**config.mk**
```make
export PLATFORM = sky130hd
export DESIGN_NAME = dds_pwm_synth
export DESIGN_NICKNAME = d
export VERILOG_FILES = /design/src/rtl/dds_pkg.sv /design/src/rtl/dds_phase_accum.sv /design/src/rtl/dds_sine_rom.sv /design/src/rtl/dds_pwm_gen.sv /design/src/rtl/dds_pwm_synth.sv
export SDC_FILE = /design/constraint.sdc
export NUM_CORES = 1
export LEC_CHECK = 0
export CAP_MARGIN = 20
export CORE_MARGIN = 2
export CORE_UTILIZATION = 59
export DETAILED_ROUTE_END_ITERATION = 16
export DONT_BUFFER_PORTS = 1
export PLACE_DENSITY = 0.78
export SLEW_MARGIN = 0
export SYNTH_ARGS = -nofsm -noshare
export SYNTH_HDL_FRONTEND = slang
export SYNTH_SLANG_ARGS = --single-unit
```
**constraint.sdc**
```tcl
create_clock -name clk -period 2.9 [get_ports clk]
set_clock_uncertainty 0.15 [all_clocks]
set_input_delay 0.58 -clock clk [delete_from_list [all_inputs] [get_ports clk]]
set_output_delay 0.58 -clock clk [all_outputs]
set_load 0.01 [all_outputs]
```
**src/rtl/dds_pkg.sv**
```systemverilog
package dds_pkg;
  localparam int PHASE_W   = 32;
  localparam int ADDR_W    = 8;
  localparam int SAMP_W    = 8;
  localparam int CODE_W    = 10;
  localparam int CODE_POS  = 8;
  localparam int INC_SHIFT = 5;
  localparam int PER_W     = 8;
  localparam logic [PER_W-1:0] PER_RST = 8'h50;

  // one point of the sine cycle, scaled and offset, rounded to nearest
  function automatic logic [SAMP_W-1:0] wave_point(input int idx, input int depth,
                                                   input real mid, input real amp);
    real ang;
    ang = 2.0 * 3.14159265358979 * real'(idx) / real'(depth);
    return SAMP_W'(int'(mid + amp * $sin(ang)));
  endfunction
endpackage

```
**src/rtl/dds_phase_accum.sv**
```systemverilog
module dds_phase_accum #(
  parameter int PHASE_W   = dds_pkg::PHASE_W,
  parameter int CODE_W    = dds_pkg::CODE_W,
  parameter int CODE_POS  = dds_pkg::CODE_POS,
  parameter int INC_SHIFT = dds_pkg::INC_SHIFT
) (
  input  logic               clk,
  input  logic               rst,
  input  logic               step,
  input  logic               code_valid,
  input  logic [CODE_W-1:0]  code_data,
  output logic               code_ready,
  output logic [PHASE_W-1:0] phase
);
  logic [CODE_W-1:0]  hold_q;
  logic               full_q;
  logic [PHASE_W-1:0] fword_q;
  logic [PHASE_W-1:0] acc_q;
  logic [PHASE_W-1:0] incr;

  assign code_ready = !full_q;
  assign incr       = (fword_q << INC_SHIFT) + PHASE_W'(1);
  assign phase      = acc_q;

  always_ff @(posedge clk) begin
    if (rst) begin
      hold_q  <= '0;
      full_q  <= 1'b0;
      fword_q <= '0;
      acc_q   <= '0;
    end else begin
      if (step) begin
        acc_q <= acc_q + incr;
        if (full_q) fword_q <= PHASE_W'(hold_q) << CODE_POS;
      end
      if (code_valid && !full_q) begin
        hold_q <= code_data;
        full_q <= 1'b1;
      end else if (step) begin
        full_q <= 1'b0;
      end
    end
  end
endmodule

```
**src/rtl/dds_sine_rom.sv**
```systemverilog
module dds_sine_rom #(
  parameter int  ADDR_W   = dds_pkg::ADDR_W,
  parameter int  SAMP_W   = dds_pkg::SAMP_W,
  parameter real WAVE_MID = 126.0,
  parameter real WAVE_AMP = 115.0
) (
  input  logic              clk,
  input  logic              rst,
  input  logic [ADDR_W-1:0] addr,
  output logic [SAMP_W-1:0] sample
);
  localparam int DEPTH = 1 << ADDR_W;

  logic [SAMP_W-1:0] table_w [DEPTH];

  for (genvar i = 0; i < DEPTH; i++) begin : g_pt
    localparam logic [SAMP_W-1:0] PT = dds_pkg::wave_point(i, DEPTH, WAVE_MID, WAVE_AMP);
    assign table_w[i] = PT;
  end

  always_ff @(posedge clk) begin
    if (rst) sample <= '0;
    else     sample <= table_w[addr];
  end
endmodule

```
**src/rtl/dds_pwm_gen.sv**
```systemverilog
module dds_pwm_gen #(
  parameter int               PER_W   = dds_pkg::PER_W,
  parameter int               SAMP_W  = dds_pkg::SAMP_W,
  parameter logic [PER_W-1:0] PER_RST = dds_pkg::PER_RST
) (
  input  logic                 clk,
  input  logic                 rst,
  input  logic                 period_we,
  input  logic [PER_W-1:0]     period_din,
  input  logic [SAMP_W-1:0]    duty_in,
  output logic                 wrap,
  output logic                 start,
  output logic                 pwm,
  output logic [PER_W+1:0]     duty_now
);
  localparam int CNT_W = PER_W + 2;

  logic [PER_W-1:0] per_q;
  logic [CNT_W-1:0] cnt_q;
  logic [CNT_W-1:0] duty_q;
  logic [CNT_W-1:0] last;
  logic             start_q;

  assign last     = {per_q, 2'b11};
  assign wrap     = (cnt_q >= last);
  assign pwm      = (cnt_q < duty_q);
  assign start    = start_q;
  assign duty_now = duty_q;

  always_ff @(posedge clk) begin
    if (rst) begin
      per_q   <= PER_RST;
      cnt_q   <= '0;
      duty_q  <= '0;
      start_q <= 1'b0;
    end else begin
      cnt_q   <= wrap ? '0 : cnt_q + CNT_W'(1);
      start_q <= wrap;
      if (wrap)      duty_q <= CNT_W'(duty_in);
      if (period_we) per_q  <= period_din;
    end
  end
endmodule

```
**src/rtl/dds_pwm_synth.sv**
```systemverilog
module dds_pwm_synth #(
  parameter int PHASE_W = dds_pkg::PHASE_W,
  parameter int ADDR_W  = dds_pkg::ADDR_W,
  parameter int SAMP_W  = dds_pkg::SAMP_W,
  parameter int CODE_W  = dds_pkg::CODE_W,
  parameter int PER_W   = dds_pkg::PER_W
) (
  input  logic              clk,
  input  logic              rst,
  input  logic              code_valid,
  input  logic [CODE_W-1:0] code_data,
  output logic              code_ready,
  input  logic              period_we,
  input  logic [PER_W-1:0]  period_din,
  output logic              pwm_out,
  output logic              square_out,
  output logic [ADDR_W-1:0] tbl_addr,
  output logic              period_start
);
  logic [PHASE_W-1:0] phase_w;
  logic [SAMP_W-1:0]  sample_w;
  logic [PER_W+1:0]   duty_w;
  logic               wrap_w;

  dds_phase_accum #(.PHASE_W(PHASE_W), .CODE_W(CODE_W)) u_acc (
    .clk(clk), .rst(rst), .step(wrap_w),
    .code_valid(code_valid), .code_data(code_data), .code_ready(code_ready),
    .phase(phase_w)
  );

  dds_sine_rom #(.ADDR_W(ADDR_W), .SAMP_W(SAMP_W)) u_rom (
    .clk(clk), .rst(rst), .addr(tbl_addr), .sample(sample_w)
  );

  dds_pwm_gen #(.PER_W(PER_W), .SAMP_W(SAMP_W)) u_pwm (
    .clk(clk), .rst(rst), .period_we(period_we), .period_din(period_din),
    .duty_in(sample_w), .wrap(wrap_w), .start(period_start), .pwm(pwm_out),
    .duty_now(duty_w)
  );

  assign tbl_addr   = phase_w[PHASE_W-1 -: ADDR_W];
  assign square_out = phase_w[PHASE_W-1];
endmodule

```
Word level (Yosys, flattened, before mapping)
Memories as Yosys holds them, arrays and structs flattened. A register that Yosys moved wholly into a read port is not among the register bits.
Cells that the tools add are included.
- bitwise gates (word level): 1
- add/sub/neg operators: 3
- $lt $le $gt $ge: 2
- mux-type cells: 2
- reductions and logical operators: 5
- operator list (operator ; number):
    $add 32x32->32 ; 1
    $add 23x1->24 const B ; 1
    $add 10x1->10 const B ; 1
    $ge 10x10->1 ; 1
    $lt 10x8->1 ; 1
    $not 8->9 ; 1
    $mux 1 ; 2
    $reduce_and 2->1 ; 1
    $reduce_bool 2->1 ; 1
    $reduce_or 2->1 ; 1
    $logic_and 1x1->1 ; 1
    $logic_not 1->1 ; 1
- bits in read-only memories: 2048
- input bits: 22
- register bits: 80
- memories kept: 1
- memory list (name ; depth ; width ; read ports ; clocked after Yosys merged registers in ; write ports ; line ; source):
    (no name shown) ; 256 ; 8 ; 1 ; 1 ; 0 ; dds_sine_rom.sv:23 ; else sample <= table_w[addr];

Longest topological paths before layout
- word-level depth: 3
- gate-level depth with buffers: 12
- mapped depth without buffers: 8

Cells and area by module
A second synthesis with hierarchy kept.
- cells, all modules: 810
- area, all modules: 6404.9 µm²
- by module, submodules not included (module ; sequential area each (µm²) ; times used ; area each (µm²) ; cells each):
    dds_phase_accum ; 1061.0 ; 1 ; 2673.8 ; 326
    dds_sine_rom ; 160.2 ; 1 ; 2317.2 ; 325
    dds_pwm_gen ; 540.5 ; 1 ; 1406.3 ; 158
    dds_pwm_synth ; 0.0 ; 1 ; 7.5 ; 1

Least setup slack after synthesis
No wires, ideal clock.
- kind: flip-flop to flip-flop
- from: reg u_acc.acc_q[26] (netlist: u_acc.phase[26])
- to: reg u_rom.sample[2]
- buffers on the path: 4
- stages on the path, launching flop included: 12
- data arrival time: 2620 ps
- slack: 55 ps
- required time: 2675 ps
- cells stage by stage: dfxtp_1 > clkbuf_1 > inv_1 > buf_1 > clkbuf_1 > ha_1 > clkbuf_1 > inv_1 > mux4_2 > a221oi_1 > a221oi_1 > o22ai_1
- longest elaborated chain between the ends: 1
- RTL lines (item ; line ; source):
    start, declared ; dds_phase_accum.sv:18 ; logic [PHASE_W-1:0] acc_q;
    start signal, assigned ; dds_phase_accum.sv:33 ; acc_q <= acc_q + incr;
    $not 8->9 (implied by the code) ; dds_sine_rom.sv:23 ;
    end, declared ; dds_sine_rom.sv:10 ; output logic [SAMP_W-1:0] sample
Every way passes these cells.
A chain may end at the register's enable or synchronous reset.

Worst setup path after layout
- from: reg u_pwm.duty_q[1] (netlist: u_pwm.duty_now[1])
- to: out pwm_out
- longest elaborated chain between the ends: 1
- RTL lines (item ; line ; source):
    start, declared ; dds_pwm_gen.sv:20 ; logic [CNT_W-1:0] duty_q;
    start signal, assigned ; dds_pwm_gen.sv:39 ; if (wrap) duty_q <= CNT_W'(duty_in);
    $lt 10x8->1 ; dds_pwm_gen.sv:26 ; assign pwm = (cnt_q < duty_q);
    end, declared ; dds_pwm_synth.sv:15 ; output logic pwm_out,
Every way passes these cells.

==> flow_metrics.tcl <==
set metrics [dict create \
    core_region_area_sq_um 10700 \
    synth_top_area_share 0.275 \
    cts-htree-levels 3 \
    ioPinCount 34 \
    maxSlewViolCount 0 \
    worst_r2r_path_depth 7 \
    drive_gt1_frac 0.0971 \
    slew-limit-headroom 0.534 \
    final-seq-area_sq_um 1770 \
    timing.fmax_ghz 0.364 \
    syn-instance-count 836 \
    place.detailed.instances 938 \
    number_of_enable_type_register_cells_in_the_synthesized_netlist 0 \
    asr_flop_ratio_synth 0 \
    path_common_cell "a21o_1" \
    cts_tree "done" \
    crit_slowest_cell "dfxtp_1" \
    grt_usage 0.301 \
    place.detailed.hpwl_microns 12000 \
    drt.antenna.violating_nets 0 \
    clock_tree.buffer_depth 2 \
    rows 38 \
    critical-path-max-stage-delay_ps 330 \
    areaGrowthSynthToFinish_pct 3.81 \
    layoutNonFillerInstCount 954 \
    min-delay-path-class "primary input to register" \
    crit_fanout 2 \
    number_of_antenna_violations_at_the_first_check_in_global_routing 0 \
    outcome "finished, final reports clean" \
    yosys-top-cells-area "dfxtp_1 (27%), ha_1 (8.0%), a21oi_1 (6.8%), nand2_1 (6.8%), nor2_1 (3.6%)" \
    required_time_reported_for_the_critical_path_endpoint_ps 2170 \
    routed_wl_microns 17200 \
    hold_depth 1 \
    path_clk_slew_ps 90 \
    final.setup.tns_ps 0 \
    overflow 0 \
    buffer_cell_driving_the_clock_tree_root "clkbuf_8" \
    power.ir.vdd_worst_uv 284 \
    critical_path_cell_sequence "inv_1, ha_1, a21o_1, a21o_1, a211oi_1, o21bai_1, a31oi_2" \
    synth_nets 899 \
    synth_top_flop_cell "dfxtp_1" \
    remaining_drc_errors 0 \
    crit_path_end_kind "output pin" \
    cts.sinks 88 \
    nNetsFinal 872 \
    setup.worst_path.class "register to output pin" \
    r2r_slack_ps 240 \
    area_taken_by_multi_input_logic_gates_sq_um 4140 \
    fp.dieArea_sq_um 11700 \
    initial_utilization 0.599 \
    count_of_antenna_diodes_in_the_layout 0 \
    fp.dieH_microns 108 \
    syn_area_sq_um 6410 \
    total_leakage_power_nw 2.54 \
    synthDistinctLibCells 75 \
    grt_start_max_net_pins 79 \
    first_global_vias 5849 \
    num-fill-cells 963 \
    cts_inserted_buffers 9 \
    route.detailed.vias_per_inst 6.51 \
    setup-violations-final 0 \
    synth_largest_area_cell "dfxtp_1" \
    timing.max_cap.violations 0 \
    crit_path_start_kind "register" \
    proportion_of_synthesized_chip_area_in_sequential_cells 0.275 \
    fin_crit_sh 0.947 \
    powerDensity_nw_per_um2 325 \
    critical-path-top-delay-family "compound AO/OA/AOI/OAI gates" \
    tightest_slew_ps 697 \
    place_congestion 1.00 \
    grt_first_pass_wirelength_microns 28200 \
    postSynthAreaPerCell_sq_um 7.67 \
    timing.final.hold_violations 0 \
    overall_via_count_from_detail_route 6214 \
    place.port_buffers 0 \
    timing.final.ws_setup_ps 152 \
    synth.ff_latch_count 88 \
    critPathBufInv 1 \
    timing.critical_path.depth 7 \
    pre_cts_slack_ps 268 \
    drt_iter0_markers 760 \
    data_arrival_time_of_the_worst_path_ps 2020 \
    unrepaired_setup_endpoints_after_global_routing "no" \
    period_needed_ps 2750 \
    detail_route.first_pass.iterations 6 \
    clock_latency_ps 370 \
    yosys_warnings 0 \
    dieWidth_microns 108 \
    route.detailed.wl_per_inst_microns 18.0 \
]
[report_power, final]
group          switching (mW)  internal [mW]  total, mW
registers              0.0152           1.23       1.25
clock network           0.449          0.382      0.831
logic                  0.0464         0.0346     0.0810
[cells by family (layout without fill, tap and decap cells)]
| group | count (synthesis) | count (layout) | share of synthesized area |
|---|---|---|---|
| AND/OR/NAND/NOR | 304 | 304 | 0.225 |
| adder cells (fa/ha/maj) | 41 | 41 | 0.0800 |
| AO/OA/AOI/OAI | 244 | 244 | 0.244 |
| XOR/XNOR | 27 | 27 | 0.0369 |
| flip-flops | 88 | 88 | 0.275 |
| multiplexers | 26 | 26 | 0.0576 |
| buffers and inverters | 106 | 84 | 0.0818 |
[repair_timing]
action,CTS,global route
resized for setup,0,2
hold buffers,0,0
buffers inserted,0,0
endpoints found under the setup margin,0,1
[routing by layer]
layer | global-route usage | vias to the layer above | wire (microns)
met5 | 0 | - | 0
met4 | 0.125 | 0 | 547
met3 | 0.0874 | 53 | 1690
met2 | 0.474 | 350 | 7650
met1 | 0.388 | 2855 | 7270
li1 | - | 2956 | -
[synth_stat cells (all sizes together) (9+ instances only)]
| master | count |
|---|---|
| a21oi | 87 |
| ha | 41 |
| nand2b | 20 |
| xor2 | 12 |
| o21ai | 44 |
| o211ai | 11 |
| a211oi | 19 |
| nand4 | 9 |
| inv | 35 |
| nor2 | 62 |
| nor2b | 12 |
| nand3 | 24 |
| nor3 | 19 |
| clkbuf | 50 |
| a21o | 9 |
| xnor2 | 15 |
| buf | 19 |
| a311oi | 9 |
| and3 | 9 |
| nand2 | 117 |
| mux2i | 11 |
| dfxtp | 88 |
[stage by stage]
step                utilization  cell area, sq um  hold slack, ps  power [mW]
floorplan                     -              6410             265        1.35
global placement          0.603              6450             266        1.35
detailed placement        0.603              6450             269        1.36
CTS                       0.621              6650             105        2.17
global route              0.622              6650             103        2.24
finish                    0.622              6650             124        2.16
[final cells by class]
type | count | share of cell area
multi-input cells | 642 | 0.622
flip-flops and latches | 88 | 0.266
repair buffers | 31 | 0.0369
well taps | 140 | 0.0263
clock buffers | 12 | 0.0248
inverters | 37 | 0.0209
clock inverters | 4 | 0.00395
[worst paths after layout]
check                     from                end
max          u_pwm.duty_now[1]            pwm_out
min                        rst    u_acc.phase[16]
max reg2reg   u_acc.fword_q[8]    u_acc.phase[27]
min reg2reg    u_rom.sample[7]  u_pwm.duty_now[7]
[cell usage in the layout (no fill, tap or decap), types with 9 or more instances in the layout]
master | synthesis | final
nand2_1 | 116 | 116
a21oi_1 | 87 | 87
dfxtp_1 | 88 | 84
nor2_1 | 62 | 62
o21ai_0 | 42 | 42
ha_1 | 41 | 41
inv_1 | 34 | 34
buf_4 | 8 | 30
nand3_1 | 24 | 24
nand2b_1 | 20 | 20
a211oi_1 | 19 | 19
nor3_1 | 19 | 19
xnor2_1 | 15 | 15
nor2b_1 | 12 | 12
xor2_1 | 12 | 12
clkbuf_8 | 8 | 12
o211ai_1 | 11 | 11
mux2i_1 | 11 | 11
a311oi_1 | 9 | 9
[flip-flops by register name, indices dropped and copies added, names as in the netlist]
| register | flops |
|---|---|
| u_pwm.per_q | 8 |
| u_pwm.cnt_q | 10 |
| u_acc.phase | 32 |
| u_acc.full_q | 1 |
| u_acc.hold_q | 10 |
| u_acc.fword_q | 10 |
| u_pwm.duty_now | 8 |
| u_rom.sample | 8 |
| u_pwm.start | 1 |
(Power assumes the default switching activity.)
